File: src/rtl/irq_msg_pkg.sv
package irq_msg_pkg;

   // Kind of an incoming interrupt message
   typedef enum logic {
      MSG_PCI_PIN = 1'b0,
      MSG_LEGACY  = 1'b1
   } msg_kind_e;

   function automatic int max_of(input int a, input int b);
      return (a > b) ? a : b;
   endfunction

   function automatic int width_for(input int n);
      return (n > 1) ? $clog2(n) : 1;
   endfunction

endpackage

File: src/rtl/irq_msg_field_decode.sv
// Turns one message into one-hot set / clear strobes for both level groups.
module irq_msg_field_decode
   import irq_msg_pkg::*;
#(
   parameter int NUM_DEV = 32,
   parameter int NUM_PIN = 4,
   parameter int NUM_LEG = 4,
   parameter int DEV_W   = 5,
   parameter int SEL_W   = 2
) (
   input  logic                       clk,
   input  logic                       rst_n,
   input  logic                       msg_valid,
   input  msg_kind_e                  msg_kind,
   input  logic [DEV_W-1:0]           msg_dev,
   input  logic [SEL_W-1:0]           msg_sel,
   input  logic                       msg_assert,
   output logic [NUM_DEV*NUM_PIN-1:0] pin_set,
   output logic [NUM_DEV*NUM_PIN-1:0] pin_clr,
   output logic [NUM_LEG-1:0]         leg_set,
   output logic [NUM_LEG-1:0]         leg_clr
);

   logic pci_go;
   logic leg_go;

   assign pci_go = msg_valid && (msg_kind == MSG_PCI_PIN);
   assign leg_go = msg_valid && (msg_kind == MSG_LEGACY);

   for (genvar d = 0; d < NUM_DEV; d++) begin : g_dev
      for (genvar p = 0; p < NUM_PIN; p++) begin : g_pin
         logic hit;
         assign hit = pci_go && (msg_dev == DEV_W'(d)) && (msg_sel == SEL_W'(p));
         assign pin_set[d*NUM_PIN + p] = hit &&  msg_assert;
         assign pin_clr[d*NUM_PIN + p] = hit && !msg_assert;
      end
   end

   for (genvar l = 0; l < NUM_LEG; l++) begin : g_leg
      logic hit;
      assign hit = leg_go && (msg_sel == SEL_W'(l));
      assign leg_set[l] = hit &&  msg_assert;
      assign leg_clr[l] = hit && !msg_assert;
   end


   idle_no_strobe_chk: assert property (@(posedge clk) disable iff (!rst_n)
      !msg_valid |-> (pin_set == '0 && pin_clr == '0 && leg_set == '0 && leg_clr == '0));


   single_target_chk: assert property (@(posedge clk) disable iff (!rst_n)
      $onehot0({pin_set, pin_clr, leg_set, leg_clr}));

endmodule

File: src/rtl/irq_level_bank.sv
// Bank of held level bits, each set or cleared by a strobe.
module irq_level_bank #(
   parameter int WIDTH = 4
) (
   input  logic             clk,
   input  logic             rst_n,
   input  logic [WIDTH-1:0] set_vec,
   input  logic [WIDTH-1:0] clr_vec,
   output logic [WIDTH-1:0] level
);

   for (genvar i = 0; i < WIDTH; i++) begin : g_bit
      always_ff @(posedge clk) begin
         if (!rst_n)
            level[i] <= 1'b0;
         else if (set_vec[i])
            level[i] <= 1'b1;
         else if (clr_vec[i])
            level[i] <= 1'b0;
      end
   end


   set_lands_chk: assert property (@(posedge clk) disable iff (!rst_n)
      (set_vec != '0) |=> ((level & $past(set_vec)) == $past(set_vec)));


   clr_lands_chk: assert property (@(posedge clk) disable iff (!rst_n)
      (clr_vec != '0) |=> ((level & $past(clr_vec)) == '0));


   hold_chk: assert property (@(posedge clk) disable iff (!rst_n)
      ((set_vec | clr_vec) == '0) |=> $stable(level));

endmodule

File: src/rtl/irq_msg_decoder.sv
// Interrupt message decoder: message strobes in, held levels out.
module irq_msg_decoder
   import irq_msg_pkg::*;
#(
   parameter  int NUM_DEV = 32,
   parameter  int NUM_PIN = 4,
   parameter  int NUM_LEG = 4,
   localparam int DEV_W   = width_for(NUM_DEV),
   localparam int SEL_W   = width_for(max_of(NUM_PIN, NUM_LEG))
) (
   input  logic                       clk,
   input  logic                       rst_n,
   input  logic                       msg_valid,
   input  logic                       msg_type,
   input  logic [DEV_W-1:0]           msg_dev,
   input  logic [SEL_W-1:0]           msg_sel,
   input  logic                       msg_assert,
   output logic [NUM_DEV*NUM_PIN-1:0] intx_level,
   output logic [NUM_LEG-1:0]         legacy_irq
);

   localparam int PIN_BITS = NUM_DEV * NUM_PIN;

   if (NUM_DEV < 1 || NUM_DEV > 256) begin : g_bad_dev
      $error("irq_msg_decoder: NUM_DEV out of range");
   end
   if (NUM_PIN < 1 || NUM_PIN > 4) begin : g_bad_pin
      $error("irq_msg_decoder: NUM_PIN must be 1..4");
   end
   if (NUM_LEG < 1 || NUM_LEG > 16) begin : g_bad_leg
      $error("irq_msg_decoder: NUM_LEG must be 1..16");
   end

   logic [PIN_BITS-1:0] pin_set;
   logic [PIN_BITS-1:0] pin_clr;
   logic [NUM_LEG-1:0]  leg_set;
   logic [NUM_LEG-1:0]  leg_clr;
   msg_kind_e           kind;

   assign kind = msg_kind_e'(msg_type);

   irq_msg_field_decode #(
      .NUM_DEV (NUM_DEV),
      .NUM_PIN (NUM_PIN),
      .NUM_LEG (NUM_LEG),
      .DEV_W   (DEV_W),
      .SEL_W   (SEL_W)
   ) u_decode (
      .clk        (clk),
      .rst_n      (rst_n),
      .msg_valid  (msg_valid),
      .msg_kind   (kind),
      .msg_dev    (msg_dev),
      .msg_sel    (msg_sel),
      .msg_assert (msg_assert),
      .pin_set    (pin_set),
      .pin_clr    (pin_clr),
      .leg_set    (leg_set),
      .leg_clr    (leg_clr)
   );

   irq_level_bank #(.WIDTH(PIN_BITS)) u_pin_bank (
      .clk     (clk),
      .rst_n   (rst_n),
      .set_vec (pin_set),
      .clr_vec (pin_clr),
      .level   (intx_level)
   );

   irq_level_bank #(.WIDTH(NUM_LEG)) u_leg_bank (
      .clk     (clk),
      .rst_n   (rst_n),
      .set_vec (leg_set),
      .clr_vec (leg_clr),
      .level   (legacy_irq)
   );


   reset_clears_chk: assert property (@(posedge clk)
      !rst_n |=> (intx_level == '0 && legacy_irq == '0));


   legacy_spares_pins_chk: assert property (@(posedge clk) disable iff (!rst_n)
      (msg_valid && msg_type) |=> $stable(intx_level));


   pci_spares_legacy_chk: assert property (@(posedge clk) disable iff (!rst_n)
      (msg_valid && !msg_type) |=> $stable(legacy_irq));


   idle_keeps_state_chk: assert property (@(posedge clk) disable iff (!rst_n)
      !msg_valid |=> ($stable(intx_level) && $stable(legacy_irq)));

endmodule

File: config.mk
export PLATFORM = sky130hd
export DESIGN_NAME = irq_msg_decoder
export DESIGN_NICKNAME = d
export VERILOG_FILES = /design/src/rtl/irq_msg_pkg.sv /design/src/rtl/irq_msg_field_decode.sv /design/src/rtl/irq_level_bank.sv /design/src/rtl/irq_msg_decoder.sv
export SDC_FILE = /design/constraint.sdc
export NUM_CORES = 1
export LEC_CHECK = 0
export BUFFER_PORTS_ARGS = -buffer_cell sky130_fd_sc_hd__buf_2
export CELL_PAD_IN_SITES_DETAIL_PLACEMENT = 1
export CELL_PAD_IN_SITES_GLOBAL_PLACEMENT = 2
export CORE_UTILIZATION = 31
export CTS_CLUSTER_SIZE = 25
export DETAILED_ROUTE_END_ITERATION = 10
export PLACE_DENSITY = 0.77
export SKIP_CTS_REPAIR_TIMING = 1
export SYNTH_ARGS = -nofsm -noshare
export SYNTH_HDL_FRONTEND = slang
export SYNTH_HIERARCHICAL = 1
export SYNTH_SLANG_ARGS = --single-unit
File: constraint.sdc
create_clock -name clk -period 2.1 [get_ports clk]
set_clock_uncertainty 0.2 [all_clocks]
set_input_delay 0.21 -clock clk [delete_from_list [all_inputs] [get_ports clk]]
set_output_delay 0.21 -clock clk [all_outputs]
set_load 0.005 [all_outputs]
==> out/summary.md <==
The flow ran to the end, and the final reports show no timing, DRC or antenna violations. The run gives 0.692 as the final weighted congestion in routability-driven placement. Number of antenna cells inserted: 0.

Global routing finished with a remaining overflow of 0. For this run, the detailed router's first-pass iteration total came to 4. Row generation in the floorplan step produced 59 rows. Measured along the y axis, the die boundary spans 164 um. The cell area that synthesis handed to floorplanning was 8180 sq um. For the pin with the worst max-slew slack, the measured transition is 1.03 ns.

The run gives 24 as the distinct cell type count of the synthesized netlist. The signal arrival time at the worst endpoint was 1.65 ns. The tool flagged a number of max-cap violations equal to 0. The critical path is of the input pin to flip-flop type. Setup violations remaining at the end of the flow were counted as 0. After layout, the minimum clock period comes to 1.54 ns.

The H-tree was split into 4 levels. The post-synthesis mux area share was 0. The share of final-layout standard cells stronger than drive strength 1 is 0.444, and the count of unresolved DRC violations after routing is 0.

The maximum clock rate was 0.650 GHz; the sequential fraction of the synthesis area was 0.323. The clock transition at the register clock pins on the worst setup and hold paths after CTS was 0.06 ns. The xor and xnor fraction of the mapped netlist area is 0, and the die extent in x is 164 um. For the placement-stage worst setup slack, the log shows 0.132 ns.

The first global-routing pass estimated 39,300 um of wire. The number of nets in the synthesized netlist is 822. The run gives 6,720 as the number of global-route vias before repair. The top cell types in the final layout, fill and taps aside, are 161 x nor4_2, 142 x buf_2, 132 x o21a_1, 132 x dfxtp_1, 128 x nor2b_1. The internal power was 4.73 mW. In the synthesized netlist, the number of instances is 810.

The placed wire-length estimate after detailed placement is 15,300 um. The clock passes through at most 2 buffers. The tree is rooted in a clkbuf_16. The share of the core filled with cells was 0.376; the routed length per placed instance was 19.8 um. The fraction of power spent switching nets works out to 0.263.

The relative slew slack was 0.315. Aggregate global-route resource usage: 0.189. In this run the worst hold path is classified as input pin to flip-flop. The Yosys step of the flow raised 6 warnings.

After synthesis, the largest family of logic cells by area is simple AND/OR/NAND/NOR gates. The final number of max-transition violations is 0. A synthesized cell averages 10.1 sq um. The tools report the initial standard-cell utilization of the core as 0.315.

In this run the count of I/O pins placed on the die edge is 144. The number of I/O port buffers is 143. For the wire length reported by the detailed router, the log shows 24,600 um. The worst setup path is captured at a flip-flop. The number of nets at the end of the flow was 907; the post-synthesis to final-layout area growth was 19.3%.

In this run the static leakage power is 3.48 nW. Across the VDD grid, the largest voltage drop is 0.359 mV. The total power per unit cell area works out to 658 nW/um^2. The critical path's slowest cell is or3b_2. Data on the critical path is required at its endpoint by 2.21 ns. The tools report the area inside the core boundary as 26,000 sq um. Leaving out fill and tap cells, the most frequent cell in the layout is nor4_2. The share of synthesized cell area in full adder, half adder and majority cells is 0, and the iteration-0 DRC count of the detailed router is 333. TritonCTS built the clock tree. Antenna violation net count after detailed routing: 0. Entering global routing, the biggest net connects 65 pins. The run gives 132 as the number of clock sinks. The signal on the critical path passes through buf_2, or3b_2, buf_4, nor4_2, nor2b_1, o21a_1. The final hold violation count was 0. Of all nets on the critical path, the largest fanout is 20.

The post-route fraction of the period consumed by the critical path came out at 0.733. Across all layers, the routed design uses 6,592 vias. The portion of total power attributed to sequential cells was 0.391.

The share of the synthesized area in compound gates (AO/OA/AOI/OAI) came out at 0.121. STA classifies the critical path startpoint as an input pin. For the share of total power in combinational logic, the log shows 0.103. The share of power burned in the clock network came out at 0.506. In this run, synthesis produced a sequential element count of 132.

Setup repair after global routing left no endpoint under its margin. The analysis attributes to net switching a power of 1.69 mW. The largest single stage delay on the critical path is 0.49 ns. Clock tree synthesis inserted a total of 17 buffers. In the final timing run, aggregate negative setup slack is 0 ns. In the routed layout, each cell is associated on average with a via count of 5.30.

The clock network latency to the later pin of the worst-skew pair was 0.42 ns. The simple logic cell fraction of the synthesized area came out at 0.446. Setup slack closes at 0.562 ns. The die covers 27,000 sq um. The initial antenna violation count is 0.
-- cells in the mapped netlist --
cell type	count	area, sq um
nor3_1	2	10.0
nand3_1	2	10.0
nor2b_1	128	801
or3_1	1	6.26
or3b_1	3	26.3
or2_2	1	6.26
buf_12	11	220
o21a_1	132	991
nand2_1	3	11.3
nor2_1	6	22.5
buf_1	27	101
clkbuf_2	1	5.00
buf_2	27	135
nor4_2	161	2010
buf_4	3	22.5
buf_6	26	293
nor2b_4	4	55.1
nand3b_1	5	37.5
or3b_4	1	11.3
or2_1	1	6.26
clkbuf_1	32	120
nand2b_1	6	37.5
dfxtp_1	132	2640
nor4_1	95	594
-- logic make-up after synthesis --
group	Yosys count
AO/OA/AOI/OAI	132
AND/OR/NAND/NOR	419
flip-flops	132
buffers and inverters	127
-- worst max-delay path: cells and delay by family --
family,cells,cell delay (ns)
AO/OA/AOI/OAI,1,0.18
buffers and inverters,2,0.40
AND/OR/NAND/NOR,3,0.85
-- state kept, by name (all words and copies together), names as in the netlist --
signal and cells:
u_pin_bank/level 128, u_leg_bank/level 4
-- per-layer routing --
metal  vias up  share of wire  global-route usage
met5         -              0                   0
met4         0          0.010              0.0517
met3        18          0.035              0.0324
met2       125           0.48               0.313
met1      3283           0.47               0.252
li1       3166              -                   -
-- path summary, 6_finish.rpt --
check	startpoint	endpoint	slack (ns)	cells past startpoint
setup / recovery	msg_dev[3]	u_pin_bank/level[22]$_SDFFE_PN0P_	0.56	6
hold / removal	rst_n	u_pin_bank/level[127]$_SDFFE_PN0P_	0.02	2
setup reg to reg	u_pin_bank/level[14]$_SDFFE_PN0P_	u_pin_bank/level[14]$_SDFFE_PN0P_	1.13	2
hold reg to reg	u_leg_bank/level[1]$_SDFFE_PN0P_	u_leg_bank/level[1]$_SDFFE_PN0P_	0.37	2
-- power groups by stage --
stage	Combinational [mW]	Clock, mW	Sequential (mW)
3_5_place_dp	0.667	0	2.57
3_3_place_gp	0.660	0	2.57
4_1_cts	0.668	3.34	2.51
5_1_grt	0.704	3.44	2.51
2_1_floorplan	0.487	0	2.57
6_report	0.661	3.25	2.51
-- metrics by stage --
step	cell area, sq um	std cells	hold WS [ns]	total power, mW
2_1_floorplan	8180	810	0.127	3.05
3_3_place_gp	9130	1211	0.352	3.23
3_5_place_dp	9130	1211	0.356	3.23
4_1_cts	9760	1243	0.00751	6.52
5_1_grt	9760	1243	0.0232	6.65
6_report	9760	1243	0.0195	6.42
-- layout make-up --
type	instances	area, sq um
Clock inverter	12	176
Clock buffer	20	457
Multi-Input combinational cell	551	4700
Fill cell	2938	16200
Sequential cell	132	2640
Timing Repair Buffer	193	1370
Tap cell	335	419
(Power assumes the default switching activity.)
